===== src/rtl/twf_pkg.sv =====
`timescale 1ns/1ps
package twf_pkg;
  typedef enum logic {
    MODE_FALL = 1'b0,
    MODE_STD  = 1'b1
  } twf_mode_e;
endpackage


===== src/rtl/twf_ctrl.sv =====
`timescale 1ns/1ps
// Reset decode and timing-mode register.
module twf_ctrl
  import twf_pkg::*;
(
  input  logic      clk,
  input  logic      mrst_n,
  input  logic      std_sel,
  input  logic      prst_rt_n,
  input  logic      rt_mode,
  output twf_mode_e mode,
  output logic      clr,   // master or partial: wipe pointers and output
  output logic      rew,   // rewind read side only
  output logic      busy   // any reset action this edge
);
  twf_mode_e mode_q;

  always_ff @(posedge clk) begin
    if (!mrst_n) mode_q <= twf_mode_e'(std_sel);
  end

  assign mode = mode_q;
  assign clr  = !mrst_n || (!prst_rt_n && !rt_mode);
  assign rew  = mrst_n && !prst_rt_n && rt_mode;
  assign busy = !mrst_n || !prst_rt_n;
endmodule


===== src/rtl/twf_ptrs.sv =====
`timescale 1ns/1ps
// Wrap-extended pointers; level is derived, so a rewind needs no separate count update.
module twf_ptrs #(
  parameter int DEPTH = 16,
  localparam int AW = $clog2(DEPTH)
) (
  input  logic          clk,
  input  logic          clr,
  input  logic          rew,
  input  logic          push,
  input  logic          pop,
  output logic [AW-1:0] wr_idx,
  output logic [AW-1:0] rd_idx,
  output logic [AW:0]   level
);
  logic [AW:0] wr_p, rd_p;

  always_ff @(posedge clk) begin
    if (clr) begin
      wr_p <= '0;
      rd_p <= '0;
    end else if (rew) begin
      rd_p <= '0;
    end else begin
      if (push) wr_p <= wr_p + 1'b1;
      if (pop)  rd_p <= rd_p + 1'b1;
    end
  end

  assign wr_idx = wr_p[AW-1:0];
  assign rd_idx = rd_p[AW-1:0];
  assign level  = wr_p - rd_p;
endmodule


===== src/rtl/twf_mem.sv =====
`timescale 1ns/1ps
// Storage array: synchronous write, combinational read.
module twf_mem #(
  parameter int DATA_W = 16,
  parameter int DEPTH  = 16,
  localparam int AW = $clog2(DEPTH)
) (
  input  logic              clk,
  input  logic              we,
  input  logic [AW-1:0]     waddr,
  input  logic [DATA_W-1:0] wdata,
  input  logic [AW-1:0]     raddr,
  output logic [DATA_W-1:0] rdata
);
  logic [DATA_W-1:0] arr [DEPTH];

  always_ff @(posedge clk) begin
    if (we) arr[waddr] <= wdata;
  end

  assign rdata = arr[raddr];
endmodule


===== src/rtl/twf_outstage.sv =====
`timescale 1ns/1ps
// Output register, fall-through valid bit, and mode-dependent flags.
module twf_outstage
  import twf_pkg::*;
#(
  parameter int DATA_W = 16,
  parameter int DEPTH  = 16,
  localparam int AW = $clog2(DEPTH)
) (
  input  logic              clk,
  input  twf_mode_e         mode,
  input  logic              clr,
  input  logic              rew,
  input  logic              busy,
  input  logic              rd_req,
  input  logic [AW:0]       level,
  input  logic [DATA_W-1:0] mem_q,
  output logic              pop,
  output logic [DATA_W-1:0] q,
  output logic              out_flag,
  output logic              in_flag
);
  logic              ov;
  logic              has;
  logic              fall;
  logic [AW+1:0]     total;

  assign fall  = (mode == MODE_FALL);
  assign has   = (level != '0);
  assign total = {1'b0, level} + (AW+2)'(ov);

  always_comb begin
    if (busy)      pop = 1'b0;
    else if (fall) pop = has && (!ov || rd_req);
    else           pop = has && rd_req;
  end

  always_ff @(posedge clk) begin
    if (clr) begin
      q  <= '0;
      ov <= 1'b0;
    end else if (rew) begin
      if (fall) ov <= 1'b0;
    end else if (pop) begin
      q  <= mem_q;
      ov <= fall;
    end else if (fall && rd_req && ov) begin
      ov <= 1'b0;
    end
  end

  always_comb begin
    if (fall) begin
      out_flag = ov;
      in_flag  = total < (AW+2)'(DEPTH);
    end else begin
      out_flag = has;
      in_flag  = level != (AW+1)'(DEPTH);
    end
  end
endmodule


===== src/rtl/twomode_fifo.sv =====
`timescale 1ns/1ps
module twomode_fifo
  import twf_pkg::*;
#(
  parameter int DATA_W = 16,
  parameter int DEPTH  = 16
) (
  input  logic              clk,
  input  logic              mrst_n,
  input  logic              std_sel,
  input  logic              prst_rt_n,
  input  logic              rt_mode,
  input  logic              wr_en,
  input  logic [DATA_W-1:0] wr_data,
  output logic              in_flag,
  input  logic              rd_en,
  input  logic              rd_cs,
  output logic [DATA_W-1:0] rd_data,
  output logic              out_flag
);
  localparam int AW = $clog2(DEPTH);

  twf_mode_e         mode;
  logic              clr, rew, busy;
  logic              push, pop, rd_req;
  logic [AW-1:0]     wr_idx, rd_idx;
  logic [AW:0]       level;
  logic [DATA_W-1:0] mem_q;
  logic              mode_is_std;

  assign rd_req      = rd_en && rd_cs;
  assign push        = !busy && wr_en && in_flag;
  assign mode_is_std = (mode == MODE_STD);

  twf_ctrl u_ctrl (
    .clk(clk), .mrst_n(mrst_n), .std_sel(std_sel), .prst_rt_n(prst_rt_n),
    .rt_mode(rt_mode), .mode(mode), .clr(clr), .rew(rew), .busy(busy)
  );

  twf_ptrs #(.DEPTH(DEPTH)) u_ptrs (
    .clk(clk), .clr(clr), .rew(rew), .push(push), .pop(pop),
    .wr_idx(wr_idx), .rd_idx(rd_idx), .level(level)
  );

  twf_mem #(.DATA_W(DATA_W), .DEPTH(DEPTH)) u_mem (
    .clk(clk), .we(push), .waddr(wr_idx), .wdata(wr_data),
    .raddr(rd_idx), .rdata(mem_q)
  );

  twf_outstage #(.DATA_W(DATA_W), .DEPTH(DEPTH)) u_out (
    .clk(clk), .mode(mode), .clr(clr), .rew(rew), .busy(busy),
    .rd_req(rd_req), .level(level), .mem_q(mem_q), .pop(pop),
    .q(rd_data), .out_flag(out_flag), .in_flag(in_flag)
  );
endmodule


===== config.mk =====
export PLATFORM = sky130hd
export DESIGN_NAME = twomode_fifo
export DESIGN_NICKNAME = d
export VERILOG_FILES = /design/src/rtl/twf_pkg.sv /design/src/rtl/twf_ctrl.sv /design/src/rtl/twf_ptrs.sv /design/src/rtl/twf_mem.sv /design/src/rtl/twf_outstage.sv /design/src/rtl/twomode_fifo.sv
export SDC_FILE = /design/constraint.sdc
export NUM_CORES = 1
export LEC_CHECK = 0
export BUFFER_PORTS_ARGS = -buffer_cell sky130_fd_sc_hd__buf_2
export CORE_ASPECT_RATIO = 0.75
export CORE_MARGIN = 2
export CORE_UTILIZATION = 60
export CTS_CLUSTER_SIZE = 25
export DETAILED_ROUTE_END_ITERATION = 8
export GPL_TIMING_DRIVEN = 0
export PLACE_DENSITY = 0.9
export SLEW_MARGIN = 0
export SYNTH_ARGS = -nofsm -noshare
export SYNTH_HDL_FRONTEND = slang
export SYNTH_HIERARCHICAL = 1
export SYNTH_SLANG_ARGS = --single-unit
export TNS_END_PERCENT = 20

===== constraint.sdc =====
create_clock -name clk -period 5.1 [get_ports clk]
set_clock_uncertainty 0.05 [all_clocks]
set_input_delay 0.765 -clock clk [delete_from_list [all_inputs] [get_ports clk]]
set_output_delay 0.765 -clock clk [all_outputs]
set_load 0.01 [all_outputs]

==> metrics.cfg <==
[global_routing]
grt_pass1_wl_mm=37.0
grt_max_degree=17
grtUsageTotal_pct=26.0
overflow=0
grt_pass1_vias=6088
antenna_found_initial=0

[finish]
final_util_pct=69.8
fillers=1067
fin_cells=932
final_nets=697
drive_above_1_share_pct=27.0
syn_to_final_growth_pct=14.0
insertedDiodeCount=0

[timing]
hold_violations=0
period_needed_ns=4.18
rsz0062_at_grt=false
maxSlewHeadroom_pct=30.8
worst_slew_pin_slew_ns=1.03
setup_viol=0
fin_ws_ns=0.919
finalCritPeriodShare_pct=82.0
finalMaxSlewViolations=0
max_freq_ghz=0.239

[synth]
synthTopCellsByArea=edfxtp_1, mux4_2, dfxtp_1, mux4_1, a22oi_1
yosysWarnings=6
yosys.area.top_type=edfxtp_1
syn_nets=612
seq_area_frac_synth_pct=73.2
synth_cell_types=38
syn_area_um2=11300
synth_top_area_share_pct=68.4
syn-mean-instance-area_um2=19.4
synth_cells=581
synth-seq-cells=284

[setup_path]
r2r-start=u_ptrs/wr_p[0]
crit_path_end_kind=flip-flop
arrival_ns=4.37
critPathLaunch=u_ptrs/wr_p[0]
worst-setup-path-type=reg2reg
cp-endpoint=u_mem/arr[0][14]
r2r_end=u_mem/arr[0][14]
cp_max_fo=9
crit_required_ns=5.28
critPathLaunchType=flip-flop
r2r_slack_ns=0.92
worstRegToRegCells=11

[floorplan]
die_area_um2=19900
dieHeight_um=123
std_cell_rows=43
ios=42
die_w_um=162
core-area_um2=18500
initial_core_util_pct=61.2

[placed_design]
place_congestion=0.855
port_buffers=41
hpwl_mm=16.3
dp.cells=886
pre_cts_ws_ns=0.933

[cts]
clkSlewWorstSetupHoldPaths_ns=0.06
htreeDepth=1
cts-buffers-inserted=25
insertion_delay_ns=0.54
cts-root-buf=clkbuf_16
hold_buffers=0
post_cts_buffers=0
cts_tree=done
clkSinkCount=284
cts_resized=0
clock_path_buffers=3

[power]
total_power_mw=4.46
p_switching_uw=856
vdd_ir_drop_max_v=0.000273
p_seq_share_pct=57.1
p_comb_share_pct=2.5
cellInternalPower_mw=3.60
p_leak_nw=4.19
p_sw_share_pct=19.2
powerDensity_nw_per_um2=346
clockPowerShare_pct=40.4

[drt]
postRouteAntennaNets=0
drt_wl_total_mm=25.0
drc_errors=0
drt_iter0_markers=735
wire_per_inst_um=26.9
first_pass_iters=5
vias_per_cell=6.44
num_vias=6005

[run]
drv_cap=0

[min_path]
hold_path.class=in2reg

[outcome]
status=finished, final reports clean

layout make-up:
cell class	count	area (um^2)	share of cell area (%)
Multi-Input combinational cell	254	2820	21.9
Inverter	8	30.0	0.233
Clock buffer	41	726	5.64
Clock inverter	5	52.6	0.408
Buffer	35	230	1.79
Tap cell	247	309	2.40
Timing Repair Buffer	58	447	3.47
Sequential cell	284	8260	64.2
power groups by stage:
stage	combinational, mW	clock [mW]	sequential, mW
after floorplan	0.0514	0	2.59
after global placement	0.0979	0	2.59
after detailed placement	0.109	0	2.59
after CTS	0.110	1.83	2.54
after global routing	0.119	1.91	2.54
final	0.111	1.80	2.54
cells in the mapped netlist:
master and count:
xor2_1 4, clkbuf_1 12, buf_6 5, nand3_1 1, a32oi_1 1, xnor2_1 6, o221a_1 1, o21ai_0 2
buf_12 1, mux2i_1 18, nand3b_1 3, buf_4 11, fa_1 1, mux2_2 1, buf_2 3, mux4_2 54
or3b_2 1, nor3_1 10, mux2_1 2, ha_1 6, buf_1 3, inv_1 8, nor2b_4 1, and4b_1 1
nor2_1 25, nand4_1 4, and2_1 2, a22oi_1 32, mux4_1 10, edfxtp_1 257, nand2b_1 35, nor2b_1 4
nand2_1 21, o21bai_1 1, dfxtp_1 27, or4_4 1, a21oi_1 3, and3b_1 3
critical path: stages (launching register included):
cell and delay, ns:
dfxtp_1 0.43, inv_1 0.08, ha_1 0.24, fa_1 0.41, nand2b_1 0.16, a21oi_1 0.19
xnor2_1 0.15, a32oi_1 0.23, and3b_1 0.34, or3b_2 0.56, nor3_2 0.80, buf_8 0.24
registers in the layout, indices dropped and copies added, names as in the netlist:
| name | count |
|---|---|
| u_ptrs/rd_p | 5 |
| u_ptrs/wr_p | 5 |
| u_out/ov | 1 |
| u_mem/arr | 256 |
| u_ctrl/mode | 1 |
| u_out/q | 16 |
layout by cell type, fill, tap and decap left out, types with 2 or more instances in the layout:
cell / count
ha_1: 6
a21oi_1: 3
mux2i_1: 18
clkbuf_16: 25
a22oi_1: 32
mux4_1: 10
edfxtp_1: 257
clkbuf_8: 4
buf_1: 3
nor2_2: 12
nand2_1: 21
xnor2_1: 6
buf_8: 9
nand4_1: 4
inv_1: 8
buf_4: 11
and3b_1: 3
nor2b_1: 4
clkbuf_1: 24
xor2_1: 4
and2_1: 2
buf_2: 44
buf_6: 12
clkinv_2: 2
mux4_2: 54
nor3_1: 6
nand3b_1: 3
dfxtp_1: 27
nor2_1: 13
nor3_2: 4
mux2_1: 2
nand2b_1: 35
metrics by stage:
stage | hold WS [ns] | instance area [um^2] | setup TNS [ns]
final | 0.384 | 12900 | 0
after floorplan | 0.443 | 11300 | 0
after detailed placement | 0.413 | 12100 | 0
after global placement | 0.408 | 11800 | -1.25
after CTS | 0.370 | 12900 | 0
after global routing | 0.373 | 12900 | 0
worst min path at each step:
stage | slack, ns | depth (start not counted) | to | start
2_1_floorplan | 0.44 | 2 | u_out/q[10] | u_out/q[10]
3_3_place_gp | 0.41 | 2 | u_out/q[9] | u_out/q[9]
3_5_place_dp | 0.41 | 2 | u_out/q[8] | u_out/q[8]
4_1_cts | 0.37 | 1 | u_ctrl/mode | std_sel
5_1_grt | 0.37 | 1 | u_ctrl/mode | std_sel
6_report | 0.38 | 1 | u_ctrl/mode | std_sel
metal layers:
layer / up-vias / GRT usage (%) / share of wire, %
met5: - / 0 / 0
met4: 0 / 9.73 / 3.9
met3: 79 / 4.33 / 9.7
met2: 362 / 43.0 / 48
met1: 3060 / 35.8 / 39
li1: 2504 / - / -
cell families (layout without fill, tap and decap cells):
logic type / after synthesis / count (layout) / share of synthesized area [%]
adders and majority gates: 7 / 7 / 0.842
DFF: 284 / 284 / 73.2
AOI/OAI and AO/OA: 40 / 40 / 2.59
and+or+nand+nor: 112 / 112 / 5.33
buffers and inverters: 43 / 147 / 2.31
xor gates and xnor gates: 10 / 10 / 0.776
muxes: 85 / 85 / 15.0
Power figures use the tool's default switching activity.
